## config.mk

```make
export PLATFORM = sky130hd
export DESIGN_NAME = clkdiv_cascade
export DESIGN_NICKNAME = d
export VERILOG_FILES = /design/src/rtl/clkdiv_pkg.sv /design/src/rtl/clkdiv_cfg_regs.sv /design/src/rtl/clkdiv_chan.sv /design/src/rtl/clkdiv_cascade.sv
export SDC_FILE = /design/constraint.sdc
export NUM_CORES = 1
export LEC_CHECK = 0
export BUFFER_PORTS_ARGS = -buffer_cell sky130_fd_sc_hd__buf_2
export CAP_MARGIN = 15
export CORE_MARGIN = 3
export CORE_UTILIZATION = 60
export CTS_CLUSTER_DIAMETER = 60
export CTS_CLUSTER_SIZE = 14
export DETAILED_ROUTE_END_ITERATION = 8
export PLACE_DENSITY_LB_ADDON = 0.05
export SLEW_MARGIN = 40
export SYNTH_ARGS = -nofsm -noshare
export SYNTH_HDL_FRONTEND = slang
export SYNTH_SLANG_ARGS = --single-unit
```

## constraint.sdc

```tcl
create_clock -name clk_i -period 6.82 [get_ports clk_i]
set_input_delay 0.341 -clock clk_i [delete_from_list [all_inputs] [get_ports clk_i]]
set_output_delay 0.341 -clock clk_i [all_outputs]
set_load 0.01 [all_outputs]
```

## src/rtl/clkdiv_pkg.sv

```systemverilog
package clkdiv_pkg;
    localparam int unsigned REG_W  = 32;
    localparam int unsigned SEL_W  = 4;
    localparam int unsigned KIND_W = 2;

    typedef enum logic [KIND_W-1:0] {
        KIND_SRC = 2'd0,
        KIND_RAT = 2'd1,
        KIND_PRE = 2'd2
    } wr_kind_e;

    localparam int unsigned CH_DEF = 4;
    // per-channel layout of the packed words
    localparam int unsigned DEF_HAS_SRC [CH_DEF] = '{1, 1, 0, 1};
    localparam int unsigned DEF_SRC_LSB [CH_DEF] = '{0, 4, 0, 8};
    localparam int unsigned DEF_FIX_SRC [CH_DEF] = '{0, 0, 1, 0};
    localparam int unsigned DEF_RAT_LSB [CH_DEF] = '{0, 4, 8, 12};
    localparam int unsigned DEF_RAT_W   [CH_DEF] = '{4, 4, 4, 10};
    localparam int unsigned DEF_HAS_PRE [CH_DEF] = '{0, 1, 1, 1};
    localparam int unsigned DEF_PRE_LSB [CH_DEF] = '{0, 8, 0, 16};
    localparam int unsigned DEF_PRE_W   [CH_DEF] = '{1, 8, 8, 8};
endpackage

```

## src/rtl/clkdiv_cfg_regs.sv

```systemverilog
module clkdiv_cfg_regs
    import clkdiv_pkg::*;
#(
    parameter int unsigned NUM_CH = CH_DEF,
    parameter int unsigned VAL_W  = 10,
    parameter int unsigned CH_W   = $clog2(NUM_CH),
    parameter int unsigned HAS_SRC [NUM_CH] = DEF_HAS_SRC,
    parameter int unsigned SRC_LSB [NUM_CH] = DEF_SRC_LSB,
    parameter int unsigned RAT_LSB [NUM_CH] = DEF_RAT_LSB,
    parameter int unsigned RAT_W   [NUM_CH] = DEF_RAT_W,
    parameter int unsigned HAS_PRE [NUM_CH] = DEF_HAS_PRE,
    parameter int unsigned PRE_LSB [NUM_CH] = DEF_PRE_LSB,
    parameter int unsigned PRE_W   [NUM_CH] = DEF_PRE_W
) (
    input  logic              clk_i,
    input  logic              rst_ni,
    input  logic              wr_en_i,
    input  logic [KIND_W-1:0] wr_kind_i,
    input  logic [CH_W-1:0]   wr_ch_i,
    input  logic [VAL_W-1:0]  wr_val_i,
    output logic [REG_W-1:0]  src_word_o,
    output logic [REG_W-1:0]  rat_word_o,
    output logic [REG_W-1:0]  pre_word_o
);
    typedef struct packed {
        logic [REG_W-1:0] src;
        logic [REG_W-1:0] rat;
        logic [REG_W-1:0] pre;
    } regs_t;

    regs_t            regs_d, regs_q;
    logic             hit;
    int unsigned      lsb, wid;
    logic [REG_W-1:0] fmask, fval;

    always_comb begin
        regs_d = regs_q;
        hit    = 1'b0;
        lsb    = 0;
        wid    = 0;
        for (int c = 0; c < NUM_CH; c++) begin
            if (wr_ch_i == CH_W'(c)) begin
                case (wr_kind_i)
                    KIND_SRC: begin hit = (HAS_SRC[c] != 0); lsb = SRC_LSB[c]; wid = SEL_W;    end
                    KIND_RAT: begin hit = 1'b1;              lsb = RAT_LSB[c]; wid = RAT_W[c]; end
                    KIND_PRE: begin hit = (HAS_PRE[c] != 0); lsb = PRE_LSB[c]; wid = PRE_W[c]; end
                    default:  hit = 1'b0;
                endcase
            end
        end
        fmask = ((REG_W'(1) << wid) - REG_W'(1)) << lsb;
        fval  = (REG_W'(wr_val_i) << lsb) & fmask;
        if (wr_en_i && hit) begin
            case (wr_kind_i)
                KIND_SRC: regs_d.src = (regs_q.src & ~fmask) | fval;
                KIND_RAT: regs_d.rat = (regs_q.rat & ~fmask) | fval;
                KIND_PRE: regs_d.pre = (regs_q.pre & ~fmask) | fval;
                default:  ;
            endcase
        end
    end

    always_ff @(posedge clk_i or negedge rst_ni) begin
        if (!rst_ni) regs_q <= '0;
        else         regs_q <= regs_d;
    end

    assign src_word_o = regs_q.src;
    assign rat_word_o = regs_q.rat;
    assign pre_word_o = regs_q.pre;
endmodule

```

## src/rtl/clkdiv_chan.sv

```systemverilog
module clkdiv_chan
    import clkdiv_pkg::*;
#(
    parameter int unsigned NUM_SRC = 3,
    parameter int unsigned RAT_W   = 4,
    parameter int unsigned PRE_W   = 8,
    parameter int unsigned DIV_W   = 22
) (
    input  logic               clk_i,
    input  logic               rst_ni,
    input  logic [NUM_SRC-1:0] src_en_i,
    input  logic [SEL_W-1:0]   sel_i,
    input  logic [RAT_W-1:0]   rat_i,
    input  logic [PRE_W-1:0]   pre_i,
    output logic               tick_o,
    output logic               err_o,
    output logic [DIV_W-1:0]   div_o
);
    typedef struct packed {
        logic [RAT_W-1:0] cnt1;
        logic [PRE_W-1:0] cnt2;
        logic [RAT_W-1:0] act_rat;
        logic [PRE_W-1:0] act_pre;
        logic             tick;
    } st_t;

    st_t              st_d, st_q;
    logic             pick, valid;
    logic [DIV_W-1:0] f1, f2;

    always_comb begin
        pick  = 1'b0;
        valid = 1'b0;
        for (int k = 0; k < NUM_SRC; k++) begin
            if (sel_i == SEL_W'(k)) begin
                pick  = src_en_i[k];
                valid = 1'b1;
            end
        end
    end

    always_comb begin
        st_d      = st_q;
        st_d.tick = 1'b0;
        if (pick) begin
            if (st_q.cnt1 == st_q.act_rat) begin
                st_d.cnt1 = '0;
                if (st_q.cnt2 == st_q.act_pre) begin
                    // terminal count: emit and pick up pending values
                    st_d.cnt2    = '0;
                    st_d.tick    = 1'b1;
                    st_d.act_rat = rat_i;
                    st_d.act_pre = pre_i;
                end else begin
                    st_d.cnt2 = st_q.cnt2 + 1'b1;
                end
            end else begin
                st_d.cnt1 = st_q.cnt1 + 1'b1;
            end
        end
    end

    always_ff @(posedge clk_i or negedge rst_ni) begin
        if (!rst_ni) st_q <= '0;
        else         st_q <= st_d;
    end

    assign f1     = DIV_W'(st_q.act_rat) + DIV_W'(1);
    assign f2     = DIV_W'(st_q.act_pre) + DIV_W'(1);
    assign div_o  = f1 * f2;
    assign tick_o = st_q.tick;
    assign err_o  = !valid;
endmodule

```

## src/rtl/clkdiv_cascade.sv

```systemverilog
module clkdiv_cascade
    import clkdiv_pkg::*;
#(
    parameter int unsigned NUM_CH  = CH_DEF,
    parameter int unsigned NUM_SRC = 3,
    parameter int unsigned VAL_W   = 10,
    parameter int unsigned HAS_SRC [NUM_CH] = DEF_HAS_SRC,
    parameter int unsigned SRC_LSB [NUM_CH] = DEF_SRC_LSB,
    parameter int unsigned FIX_SRC [NUM_CH] = DEF_FIX_SRC,
    parameter int unsigned RAT_LSB [NUM_CH] = DEF_RAT_LSB,
    parameter int unsigned RAT_W   [NUM_CH] = DEF_RAT_W,
    parameter int unsigned HAS_PRE [NUM_CH] = DEF_HAS_PRE,
    parameter int unsigned PRE_LSB [NUM_CH] = DEF_PRE_LSB,
    parameter int unsigned PRE_W   [NUM_CH] = DEF_PRE_W,
    localparam int unsigned CH_W   = $clog2(NUM_CH),
    localparam int unsigned DIV_W  = 2 * VAL_W + 2
) (
    input  logic                    clk_i,
    input  logic                    rst_ni,
    input  logic [NUM_SRC-1:0]      src_en_i,
    input  logic                    wr_en_i,
    input  logic [KIND_W-1:0]       wr_kind_i,
    input  logic [CH_W-1:0]         wr_ch_i,
    input  logic [VAL_W-1:0]        wr_val_i,
    output logic [REG_W-1:0]        cfg_src_o,
    output logic [REG_W-1:0]        cfg_rat_o,
    output logic [REG_W-1:0]        cfg_pre_o,
    output logic [NUM_CH-1:0]       out_en_o,
    output logic [NUM_CH-1:0]       err_o,
    output logic [NUM_CH*DIV_W-1:0] div_factor_o
);
    clkdiv_cfg_regs #(
        .NUM_CH(NUM_CH), .VAL_W(VAL_W), .CH_W(CH_W),
        .HAS_SRC(HAS_SRC), .SRC_LSB(SRC_LSB),
        .RAT_LSB(RAT_LSB), .RAT_W(RAT_W),
        .HAS_PRE(HAS_PRE), .PRE_LSB(PRE_LSB), .PRE_W(PRE_W)
    ) u_regs (
        .clk_i(clk_i), .rst_ni(rst_ni),
        .wr_en_i(wr_en_i), .wr_kind_i(wr_kind_i),
        .wr_ch_i(wr_ch_i), .wr_val_i(wr_val_i),
        .src_word_o(cfg_src_o), .rat_word_o(cfg_rat_o), .pre_word_o(cfg_pre_o)
    );

    for (genvar g = 0; g < NUM_CH; g++) begin : g_ch
        logic [SEL_W-1:0]    sel;
        logic [RAT_W[g]-1:0] rat;
        logic [PRE_W[g]-1:0] pre;
        logic [DIV_W-1:0]    div;

        if (HAS_SRC[g] != 0) begin : g_sel
            assign sel = cfg_src_o[SRC_LSB[g] +: SEL_W];
        end else begin : g_fix
            assign sel = SEL_W'(FIX_SRC[g]);
        end

        assign rat = cfg_rat_o[RAT_LSB[g] +: RAT_W[g]];

        if (HAS_PRE[g] != 0) begin : g_pre
            assign pre = cfg_pre_o[PRE_LSB[g] +: PRE_W[g]];
        end else begin : g_nopre
            assign pre = '0;
        end

        clkdiv_chan #(
            .NUM_SRC(NUM_SRC), .RAT_W(RAT_W[g]), .PRE_W(PRE_W[g]), .DIV_W(DIV_W)
        ) u_chan (
            .clk_i(clk_i), .rst_ni(rst_ni), .src_en_i(src_en_i),
            .sel_i(sel), .rat_i(rat), .pre_i(pre),
            .tick_o(out_en_o[g]), .err_o(err_o[g]), .div_o(div)
        );

        assign div_factor_o[g*DIV_W +: DIV_W] = div;
    end
endmodule

```

==> impl_metrics.yaml <==
status:
  status: "complete, no violations"
layout:
  num_antenna_cells: 0
  regArea_mm2: 0.00481
  final_util: 0.674
  fillers: 2339
  num-nets-final: 2243
  drive_above_1_share: 0.184
  postLayoutCellArea_mm2: 0.0188
  area_delta_synth_final_pct: 10.1
  multi_input_area_mm2: 0.0112
synth:
  synth_cells: 1858
  synthFlopType: "dfrtp_1"
  syn_area_per_cell_um2: 9.21
  synth_edf_count: 0
  synth.cell_area_mm2: 0.0171
  async_reset_ff_frac: 1.00
  ys_ff_latch: 192
  yosys.area.top_type: "dfrtp_1"
  synth_cell_types: 88
  yosysWarnings: 0
  synth_area_leaders: "dfrtp_1, fa_1, ha_1"
  netlist.area_leader.share: 0.281
  yosysSeqAreaShare: 0.281
floorplan:
  core-area_mm2: 0.0279
  pin_count: 212
  initial_core_util: 0.612
  die_h_um: 175
  fp.dieW_um: 175
  rows: 61
  die_area_mm2: 0.0306
worst_setup_path:
  path_class: "reg2out"
  path_buf_inv: 5
  rr_startpoint: "g_ch[2].u_chan.st_q[9]$_DFFE_PN0P_"
  max_stage_delay_ns: 0.67
  critPathLaunchType: "flip-flop"
  worstPathCellList: "buf_4, nand2_1, nor2_1, xnor2_1, or2_2, fa_1, fa_1, inv_1, fa_1, inv_1, fa_1, inv_1, ha_1, and2_1, a22o_1, a211oi_4, o31ai_2, o21ai_0, a21oi_1, xor2_1, buf_2"
  r2r_cells: 6
  r2r_end: "g_ch[2].u_chan.st_q[9]$_DFFE_PN0P_"
  path_max_fanout: 13
  worst_ep_arrival_time_ns: 6.13
  crit_slowest_cell: "xnor2_1"
  r2r_slack_ns: 4.19
  critPathTopFamily: "adder cells"
  crit_top_cell: "fa_1"
  critPathCaptureType: "primary output"
  required_ns: 6.48
detailed_routing:
  ant_nets: 0
  dr.pass1.iters: 7
  via_per_inst: 5.71
  wire_per_inst_um: 17.9
  post-route-drc-count: 0
  drtIter0Drc: 987
  routed_wirelength_mm: 42.7
  vias: 13600
pwr:
  seqPwrFrac: 0.375
  ir_drop_v: 0.000203
  powerDensity_mw_per_mm2: 239
  p_sw_mw: 1.91
  switching_share: 0.423
  clock_power_share: 0.239
  p_int_mw: 2.60
  p_comb_frac: 0.386
  power_leakage_nw: 9.64
placement:
  dp_hpwl_mm: 33.2
  pre_cts_ws_ns: 0.444
  place_area_mm2: 0.0181
  numPortBuffers: 179
  gp_congestion: 0.970
timing:
  hold_slack_ns: 0.260
  finClkSkew_ns: 0.0164
  hold_viol_final: 0
  period_minus_slack_ns: 6.47
  max_freq_mhz: 155
  setup_viol: 0
  slew_headroom: 0.429
  fin_crit_sh: 0.949
  tightest_slew_ns: 0.851
  layout_setup_ws_ns: 0.350
  final-max-slew-violation-count: 0
cts:
  worstSkewPairLatency_ns: 0.45
  cts_tree: "done"
  cts_sinks: 192
  cts_max_level: 4
  cts_buffers: 17
  clockRootBuffer: "clkbuf_16"
  path_clk_slew_ns: 0.09
  cts_max_path_buffers: 2
job:
  maxCapViolations: 0
grt:
  gr-total-overflow: 0
  grt_pass1_wl_mm: 69.8
  grt_use_total: 0.281
  antenna_found_initial: 0
  grt_max_degree: 128
  grt_pass1_vias: 13200
worst_hold_path:
  hold_path_class: "in2reg"
  min_from: "wr_val_i[2]"
  hold_path_depth: 2
## logic make-up after synthesis
family / count (synthesis) / share of synthesized area
compound gates: 288 / 0.111
xor+xnor: 123 / 0.0630
fa+ha+maj: 224 / 0.210
buf+inv: 269 / 0.0741
flops: 192 / 0.281
mux: 127 / 0.0826
other cells: 2 / 0.000439
simple gates: 633 / 0.177
## worst register-to-register path: cells and delay by family, from the launching register on
family	cells	cell delay, ns
xor gates and xnor gates	1	0.24
and+or+nand+nor	3	1.16
buffers and inverters	1	0.16
muxes	1	0.41
DFF	1	0.55
## cell type report
type / instances / area share
multi-input cells: 1429 / 0.596
flip-flops and latches: 192 / 0.255
repair buffers: 198 / 0.0567
inverters: 161 / 0.0321
well taps: 378 / 0.0251
clock buffers: 17 / 0.0226
clock inverters: 15 / 0.0120
## cells in the mapped netlist (13+ instances only)
cell type  number
o21ai_0        99
and3_1         27
a21oi_1        42
mux2_1         20
nor2_1        170
buf_4          45
inv_1         159
clkbuf_1       35
xnor2_1        81
o22ai_1        13
mux2i_1        14
buf_2          16
ha_1          118
dfrtp_1       192
nand2b_1       43
nor2b_1        30
mux2_2         93
fa_1          106
nor3_1         20
nand3_1        56
nand4_1        17
nand2_1       196
o31ai_1        15
xor2_1         42
and2_1         28
o21a_1         13
## power by group through the flow
stage | registers (mW) | logic (mW) | clock network (mW)
finish | 1.69 | 1.74 | 1.08
global route | 1.73 | 1.95 | 1.13
CTS | 1.69 | 1.73 | 1.09
detailed placement | 1.71 | 1.71 | 0
global placement | 1.70 | 1.68 | 0
floorplan | 1.62 | 1.25 | 0
## worst max path at each step
stage,cells after the start,endpoint,startpoint,slack [ns]
3_3_place_gp,22,div_factor_o[86],g_ch[3].u_chan.st_q[10]$_DFFE_PN0P_,0.59
5_1_grt,22,div_factor_o[86],g_ch[3].u_chan.st_q[10]$_DFFE_PN0P_,-0.02
3_5_place_dp,22,div_factor_o[86],g_ch[3].u_chan.st_q[10]$_DFFE_PN0P_,0.44
2_1_floorplan,21,div_factor_o[86],g_ch[3].u_chan.st_q[1]$_DFFE_PN0P_,1.04
4_1_cts,21,div_factor_o[86],g_ch[3].u_chan.st_q[1]$_DFFE_PN0P_,0.03
6_report,21,div_factor_o[86],g_ch[3].u_chan.st_q[9]$_DFFE_PN0P_,0.35
## metrics by stage
stage,power (mW),TNS [ns],std cells
final,4.51,0,2390
after floorplan,2.86,0,1890
after global placement,3.38,0,2354
after CTS,4.51,0,2387
after global routing,4.81,-0.0174,2390
after detailed placement,3.42,0,2354
## placed cells by master, fill, tap and decap left out, drive strengths merged, types with 11 or more instances in the layout
cell	n
and2	28
xnor2	81
conb	34
nor2	173
xor2	42
ha	118
nand4	17
o21a	14
nor2b	31
mux2i	14
nand2	198
and3	28
inv	171
o31ai	16
o22ai	13
nand2b	43
nor4	11
mux2	113
o21ai	105
clkbuf	18
nand3	57
fa	106
buf	196
dfrtp	192
nor3	22
a21oi	44
## layer usage
layer / GRT usage / wire length, um
met1: 0.384 / 18600
met4: 0.0738 / 845
met2: 0.465 / 20500
met5: 0 / 0
met3: 0.0519 / 2730
## what timing repair did
item | in CTS | in global routing
pin swaps | 0 | 1
hold buffers | 1 | 0
gates resized for setup | 1 | 11
setup endpoints to repair | 1 | 6
buffers inserted | 0 | 2
endpoints found under the hold margin | 126 | 0
Note: power is estimated with default switching activity, not from simulation.
